**src/rtl/adc_ctrl_pkg.sv**
```systemverilog
package adc_ctrl_pkg;
  typedef enum logic [2:0] {
    SQ_IDLE,
    SQ_WAKE,
    SQ_CONV,
    SQ_READ,
    SQ_DONE
  } seq_state_t;
endpackage

```
**src/rtl/adc_rate_timer.sv**
```systemverilog
module adc_rate_timer #(
  parameter int unsigned PERIOD_W = 16
) (
  input  logic                clk,
  input  logic                rst_n,
  input  logic                auto_en,
  input  logic [PERIOD_W-1:0] period_cfg,
  output logic                tick
);
  logic [PERIOD_W-1:0] tcnt;
  logic [PERIOD_W-1:0] lim_m1;

  // A period of zero behaves like a period of one.
  assign lim_m1 = (period_cfg == '0) ? '0 : period_cfg - 1'b1;
  assign tick   = auto_en && (tcnt >= lim_m1);

  always_ff @(posedge clk) begin
    if (!rst_n) begin
      tcnt <= '0;
    end else if (!auto_en || tick) begin
      tcnt <= '0;
    end else begin
      tcnt <= tcnt + 1'b1;
    end
  end

  // with a stable period above one, ticks are never back to back
  a_r9_tick_spacing: assert property (@(posedge clk) disable iff (!rst_n)
    $past(tick) && auto_en && $stable(period_cfg) && (period_cfg > 1) |-> !tick);
endmodule

```
**src/rtl/adc_start_seq.sv**
```systemverilog
module adc_start_seq
  import adc_ctrl_pkg::*;
#(
  parameter int unsigned PWRUP_CYC = 75,
  parameter int unsigned CONV_CYC  = 115,
  parameter int unsigned LOW_CYC   = 10
) (
  input  logic clk,
  input  logic rst_n,
  input  logic mode_hs,
  input  logic trig,
  input  logic rd_done,
  input  logic res_taken,
  output logic pin,
  output logic rd_go,
  output logic busy
);
  localparam int unsigned WARM_W = $clog2(PWRUP_CYC + 1);
  localparam int unsigned CNT_W  = $clog2(CONV_CYC + 1);
  localparam logic [WARM_W-1:0] WARM_MIN  = WARM_W'(PWRUP_CYC - 1);
  localparam logic [CNT_W-1:0]  CONV_LAST = CNT_W'(CONV_CYC - 1);
  localparam logic [CNT_W-1:0]  LOW_LIM   = CNT_W'(LOW_CYC);

  seq_state_t        state, st_n;
  logic [CNT_W-1:0]  cnt, cnt_n;
  logic [WARM_W-1:0] warm;
  logic              pin_q, pin_n;
  logic              hs_q, hs_n;
  logic              warm_ok;

  // Pin has been high for at least the power-up time at this edge.
  assign warm_ok = pin_q && (warm >= WARM_MIN);

  always_comb begin
    st_n  = state;
    cnt_n = cnt;
    hs_n  = hs_q;
    case (state)
      SQ_IDLE: begin
        if (trig) begin
          hs_n = mode_hs;
          if (warm_ok) begin
            st_n  = SQ_CONV;
            cnt_n = '0;
          end else begin
            st_n = SQ_WAKE;
          end
        end
      end
      SQ_WAKE: begin
        if (warm_ok) begin
          st_n  = SQ_CONV;
          cnt_n = '0;
        end
      end
      SQ_CONV: begin
        if (cnt == CONV_LAST) begin
          st_n = SQ_READ;
        end else begin
          cnt_n = cnt + 1'b1;
        end
      end
      SQ_READ: begin
        if (rd_done) st_n = SQ_DONE;
      end
      SQ_DONE: begin
        if (res_taken) st_n = SQ_IDLE;
      end
      default: st_n = SQ_IDLE;
    endcase
  end

  // Pin level is chosen from the state being entered.
  always_comb begin
    case (st_n)
      SQ_WAKE: pin_n = 1'b1;
      SQ_CONV: pin_n = hs_n && (cnt_n >= LOW_LIM);
      SQ_READ: pin_n = hs_n;
      default: pin_n = mode_hs;
    endcase
  end

  always_ff @(posedge clk) begin
    if (!rst_n) begin
      state <= SQ_IDLE;
      cnt   <= '0;
      pin_q <= 1'b0;
      hs_q  <= 1'b0;
      warm  <= '0;
    end else begin
      state <= st_n;
      cnt   <= cnt_n;
      pin_q <= pin_n;
      hs_q  <= hs_n;
      if (!pin_q)               warm <= '0;
      else if (warm < WARM_MIN) warm <= warm + 1'b1;
    end
  end

  assign pin   = pin_q;
  assign rd_go = (state == SQ_CONV) && (cnt == CONV_LAST);
  assign busy  = (state != SQ_IDLE);

  // a conversion-starting fall only follows a full power-up interval
  a_r2_fall_after_warm: assert property (@(posedge clk) disable iff (!rst_n)
    $fell(pin_q) && (state == SQ_CONV) |-> ($past(warm) >= WARM_MIN));
  // in high-speed style the pin is back high when the read is launched
  a_r3_raised_before_read: assert property (@(posedge clk) disable iff (!rst_n)
    rd_go && hs_q |-> pin_q);
  // in low-power style the pin stays low while converting and reading
  a_r4_low_while_active: assert property (@(posedge clk) disable iff (!rst_n)
    ((state == SQ_CONV) || (state == SQ_READ)) && !hs_q |-> !pin_q);
  // a finished sample waits for the taker before idling
  a_r8_done_waits: assert property (@(posedge clk) disable iff (!rst_n)
    (state == SQ_DONE) && !res_taken |=> (state == SQ_DONE));
endmodule

```
**src/rtl/adc_shift_rx.sv**
```systemverilog
module adc_shift_rx #(
  parameter int unsigned RES_W     = 10,
  parameter int unsigned SCLK_HALF = 2
) (
  input  logic             clk,
  input  logic             rst_n,
  input  logic             start,
  input  logic             sdata,
  output logic             sclk,
  output logic             done,
  output logic [RES_W-1:0] word
);
  localparam int unsigned DIV_W = $clog2(SCLK_HALF + 1);
  localparam int unsigned NB_W  = $clog2(RES_W + 1);
  localparam logic [DIV_W-1:0] DIV_LAST = DIV_W'(SCLK_HALF - 1);
  localparam logic [NB_W-1:0]  NB_FULL  = NB_W'(RES_W);

  logic             active;
  logic [DIV_W-1:0] div;
  logic             sclk_q;
  logic [NB_W-1:0]  nbit;
  logic [RES_W-1:0] shreg;
  logic             tog;

  assign tog  = active && (div == DIV_LAST);
  assign done = tog && sclk_q && (nbit == NB_FULL);

  always_ff @(posedge clk) begin
    if (!rst_n) begin
      active <= 1'b0;
      div    <= '0;
      sclk_q <= 1'b0;
      nbit   <= '0;
      shreg  <= '0;
    end else if (start) begin
      active <= 1'b1;
      div    <= '0;
      sclk_q <= 1'b0;
      nbit   <= '0;
    end else if (active) begin
      if (tog) begin
        div <= '0;
        if (!sclk_q) begin
          sclk_q <= 1'b1;
          shreg  <= {shreg[RES_W-2:0], sdata};
          nbit   <= nbit + 1'b1;
        end else begin
          sclk_q <= 1'b0;
          if (done) active <= 1'b0;
        end
      end else begin
        div <= div + 1'b1;
      end
    end
  end

  assign sclk = sclk_q;
  assign word = shreg;

  // never more bits captured than the word holds
  a_r6_bits_bounded: assert property (@(posedge clk) disable iff (!rst_n)
    nbit <= NB_FULL);
  // the serial clock is parked low after the last bit
  a_r5_sclk_parks_low: assert property (@(posedge clk) disable iff (!rst_n)
    done |=> !sclk_q && !active);
endmodule

```
**src/rtl/adc_result_buf.sv**
```systemverilog
module adc_result_buf #(
  parameter int unsigned RES_W = 10
) (
  input  logic             clk,
  input  logic             rst_n,
  input  logic             load,
  input  logic [RES_W-1:0] word,
  input  logic             ready,
  output logic             valid,
  output logic [RES_W-1:0] data
);
  always_ff @(posedge clk) begin
    if (!rst_n) begin
      valid <= 1'b0;
      data  <= '0;
    end else if (load) begin
      valid <= 1'b1;
      data  <= word;
    end else if (valid && ready) begin
      valid <= 1'b0;
    end
  end

  // an unaccepted result holds both flag and word
  a_r7_hold_until_taken: assert property (@(posedge clk) disable iff (!rst_n)
    valid && !ready |=> valid && $stable(data));
endmodule

```
**src/rtl/adc_sample_ctrl.sv**
```systemverilog
module adc_sample_ctrl #(
  parameter int unsigned RES_W     = 10,
  parameter int unsigned PERIOD_W  = 16,
  parameter int unsigned PWRUP_CYC = 75,
  parameter int unsigned CONV_CYC  = 115,
  parameter int unsigned LOW_CYC   = 10,
  parameter int unsigned SCLK_HALF = 2
) (
  input  logic                clk,
  input  logic                rst_n,
  input  logic                mode_hs,
  input  logic                sample_req,
  input  logic                auto_en,
  input  logic [PERIOD_W-1:0] period_cfg,
  output logic                cnv_start,
  output logic                adc_sclk,
  input  logic                adc_dout,
  output logic                busy,
  output logic                res_valid,
  input  logic                res_ready,
  output logic [RES_W-1:0]    res_data
);
  logic             tick;
  logic             trig;
  logic             rd_go;
  logic             rd_done;
  logic [RES_W-1:0] rd_word;

  assign trig = sample_req | tick;

  adc_rate_timer #(.PERIOD_W(PERIOD_W)) u_timer (
    .clk(clk), .rst_n(rst_n), .auto_en(auto_en),
    .period_cfg(period_cfg), .tick(tick)
  );

  adc_start_seq #(
    .PWRUP_CYC(PWRUP_CYC), .CONV_CYC(CONV_CYC), .LOW_CYC(LOW_CYC)
  ) u_seq (
    .clk(clk), .rst_n(rst_n), .mode_hs(mode_hs), .trig(trig),
    .rd_done(rd_done), .res_taken(res_valid && res_ready),
    .pin(cnv_start), .rd_go(rd_go), .busy(busy)
  );

  adc_shift_rx #(.RES_W(RES_W), .SCLK_HALF(SCLK_HALF)) u_rx (
    .clk(clk), .rst_n(rst_n), .start(rd_go), .sdata(adc_dout),
    .sclk(adc_sclk), .done(rd_done), .word(rd_word)
  );

  adc_result_buf #(.RES_W(RES_W)) u_buf (
    .clk(clk), .rst_n(rst_n), .load(rd_done), .word(rd_word),
    .ready(res_ready), .valid(res_valid), .data(res_data)
  );

  // a result is only on offer while the block reports busy
  a_r8_valid_implies_busy: assert property (@(posedge clk) disable iff (!rst_n)
    res_valid |-> busy);
  // reset leaves the pin low on the next edge
  a_r1_pin_low_from_reset: assert property (@(posedge clk)
    !rst_n |=> !cnv_start && !res_valid);
endmodule

```
**config.mk**
```make
export PLATFORM = sky130hd
export DESIGN_NAME = adc_sample_ctrl
export DESIGN_NICKNAME = d
export VERILOG_FILES = /design/src/rtl/adc_ctrl_pkg.sv /design/src/rtl/adc_rate_timer.sv /design/src/rtl/adc_start_seq.sv /design/src/rtl/adc_shift_rx.sv /design/src/rtl/adc_result_buf.sv /design/src/rtl/adc_sample_ctrl.sv
export SDC_FILE = /design/constraint.sdc
export NUM_CORES = 1
export LEC_CHECK = 0
export ABC_AREA = 1
export BUFFER_PORTS_ARGS = -buffer_cell sky130_fd_sc_hd__buf_2
export CAP_MARGIN = 25
export CORE_MARGIN = 5
export CORE_UTILIZATION = 59
export DETAILED_ROUTE_END_ITERATION = 7
export GPL_ROUTABILITY_DRIVEN = 0
export PLACE_DENSITY = 0.85
export SLEW_MARGIN = 10
export SYNTH_ARGS = -nofsm -noshare
export SYNTH_HDL_FRONTEND = slang
export SYNTH_SLANG_ARGS = --single-unit
```
**constraint.sdc**
```tcl
create_clock -name clk -period 4.63 [get_ports clk]
set_input_delay 0.926 -clock clk [delete_from_list [all_inputs] [get_ports clk]]
set_output_delay 0.926 -clock clk [all_outputs]
set_load 0.05 [all_outputs]
```
==> results by group <==
Yosys
  – Synth async-reset ratio: 0%
  – Synth Instances: 544
  – Share of the synthesized area in the top cell type: between 30% and 40%
  – Sequential-to-total area share from yosys stat: 34.1%
  – Number of flops mapped to enable cells by yosys: 0
  – Number of library cell types mapped by synthesis: 38
  – Syn Area/Cell: between 6 and 7 sq um
  – Top FF cell, synth: dfxtp_1
  – Synth area leaders: dfxtp_1, nor2_1, nand2_1
  – Post-Syn Area: 3760 sq um
  – Syn_nets: 592
  – Post-synthesis sequential element count: 64
  – Synth area leader: dfxtp_1
  – YS warnings: 0

Clocking
  – Clock latency at the later pin of the worst-skew pair: 0.34 ns
  – Clock Sinks: 64
  – Post-CTS Setup Bufs: 0
  – CTS root buffer: clkbuf_8
  – Post-CTS Hold Buffers: 0
  – Post_cts resized: 0
  – CTS tree: yes
  – Max clock buf depth: 2
  – CTS H-Tree Depth: 3
  – Clk pin slew, worst setup/hold paths: 0.06 ns
  – TritonCTS Buffers: 9

Setup path
  – Most used cell, CP: nand2_1
  – Worst Path Max Fanout: 4
  – Crit path DAT: 4.14 ns
  – Max stage delay on crit path: 0.37 ns
  – Critical path required time: 4.86 ns
  – Crit. End Element: flop
  – Setup crit start kind: input pin
  – Critical Path Slowest Stage Cell: or3_4
  – Critical path type: input pin to flop
  – Worst r2r path cells: 22

Final layout
  – Area of the multi-input gates: approximately 2200 sq um
  – Commonest non-fill, non-tap cells in the layout: nor2_1, nand2_1, inv_1
  – Register area: 1280 sq um
  – Diodes inserted: 0
  – # fillers: 546
  – Nets@finish: 632
  – Area delta synth->final: 11.9%
  – Share of cells above drive strength 1: a little over an eighth
  – Final std cells w/o fill: between 600 and 700
  – Most common cell after layout, fill and taps aside: nor2_1

Hold path
  – Hold path depth: 2
  – Hold Path Class: flop to flop

Floorplanning
  – Site row count: 29
  – Starting density of the core: 59.9%
  – Core area: 6280 sq um
  – IO Count: 37
  – Die area: ~8000 sq um
  – DIE WIDTH: between 80 and 90 um
  – Die H: between 80 and 90 um

Global route
  – Overflow after GRT: 0
  – Tot GR Track Use: 19.8%
  – Largest net degree at the start of global routing: 27
  – Vias in the first global route: 3,282
  – First-pass GRT wire length: 13,800 um
  – Antenna violations before repair: 0

Pwr
  – Pleak: ~2.0 nW
  – Pwr/cell area: between 200 and 300 nW/um^2
  – Worst VDD drop: 0.204 mV

Timing
  – Final min period: 3.92 ns
  – Post-route clock skew: 0.0152 ns
  – RSZ-0062 raised after global routing: no
  – Final hold vios: 0
  – Setup TNS: 0 ns
  – Relative slew slack: 60.7%
  – Final Max Slew Viols: 0
  – Final Setup Violations: 0
  – Final period util: 84.6%
  – Post-route setup slack: 0.714 ns
  – Measured slew at the worst slew-check pin: 0.587 ns
  – Fmax: 0.255 GHz

Place
  – DP HPWL: 6070 um
  – Placed Instances: between 600 and 700
  – PortBufs: 36
  – Worst slack at placement: roughly 0.41 ns

Drt
  – Vias per inst: about 5.3
  – Vias: 3,505
  – Number of remaining DRC errors: 0
  – DR WL/cell: 11.9 um
  – Pre-antenna DRT Iters: 4
  – Detailed Route Iter0 Violations: 133
  – Post-route ant nets: 0
  – Final WL: a little under 8000 um

Job
  – Max-cap violation count: 0

Status
  – Outcome: complete, no violations
==> per-layer routing <==
metal / share of wire [%] / routed length (um) / GRT usage, % / vias up
met5: 0 / 0 / 0 / -
met4: 1.6 / 126 / 6.82 / 0
met3: 4.6 / 366 / 4.84 / 12
met2: 48 / 3810 / 34.9 / 72
met1: 45 / 3580 / 23.4 / 1591
li1: - / - / - / 1830
==> per-stage QoR <==
step	util (%)	area (sq um)	power [mW]	hold WS (ns)
floorplan	-	3760	0.642	0.409
global placement	63.7	4000	0.670	0.417
detailed placement	63.7	4000	0.674	0.428
CTS	67.1	4210	1.18	0.437
global route	67.1	4210	1.22	0.472
finish	67.1	4210	1.18	0.432
==> layout make-up <==
type                       count  share of cell area, %
tap                           77                   2.29
multi-input combinational    398                   51.3
inverter                      74                   6.60
timing repair buffer          37                   4.46
sequential                    64                   30.4
clock buffer                  11                   3.36
clock inverter                 3                   1.60
==> sequential cells by signal (all words and copies together), names as in the netlist <==
| register | cells |
|---|---|
| u_buf.data | 10 |
| u_buf.valid | 1 |
| u_rx.active | 1 |
| u_rx.div | 2 |
| u_rx.nbit | 4 |
| u_rx.sclk | 1 |
| u_rx.word | 10 |
| u_seq.cnt | 7 |
| u_seq.hs_q | 1 |
| u_seq.pin | 1 |
| u_seq.state | 3 |
| u_seq.warm | 7 |
| u_timer.tcnt | 16 |
==> final timing paths <==
path | to | startpoint | slack, ns
setup / recovery | u_seq.pin | period_cfg[0] | 0.71
hold / removal | u_rx.div[1] | u_rx.div[1] | 0.43
setup reg to reg | u_seq.pin | u_timer.tcnt[7] | 2.33
hold reg to reg | u_rx.div[1] | u_rx.div[1] | 0.43
==> cell usage after synthesis (2+ instances only) <==
cell type / n
o21ai_1: 2
nand2_4: 5
o21ai_0: 33
xnor2_1: 5
nor3_1: 11
inv_2: 3
nor3b_1: 6
xor2_1: 10
ha_1: 25
o32ai_1: 2
dfxtp_1: 64
nor4_1: 3
nand3_1: 25
nor2_1: 103
or2_2: 7
nand4_1: 8
clkbuf_1: 7
nand2_1: 101
inv_1: 70
nand3b_1: 4
nand2_2: 3
nor3_2: 2
a21oi_1: 29
o21bai_1: 2
==> kinds of logic after synthesis <==
group / synth area share [%]
fa+ha+maj: 8.31
simple gates: 35.0
xor+xnor: 3.49
buf+inv: 8.58
compound gates: 10.5
flops: 34.1
==> power breakdown <==
part	total [mW]	leakage (nW)	switching, mW	internal (mW)
Clock	0.513	0.101	0.201	0.312
Sequential	0.562	0.517	0.00587	0.556
Combinational	0.101	1.36	0.0650	0.0357
Total	1.18	1.98	0.272	0.904
==> critical path: cells and delay by family <==
family	cells	cell delay [ns]
and+or+nand+nor	15	1.84
AOI/OAI and AO/OA	5	0.69
adders and majority gates	1	0.29
buffers and inverters	3	0.24
xor gates and xnor gates	1	0.14
Power figures use the tool's default switching activity.
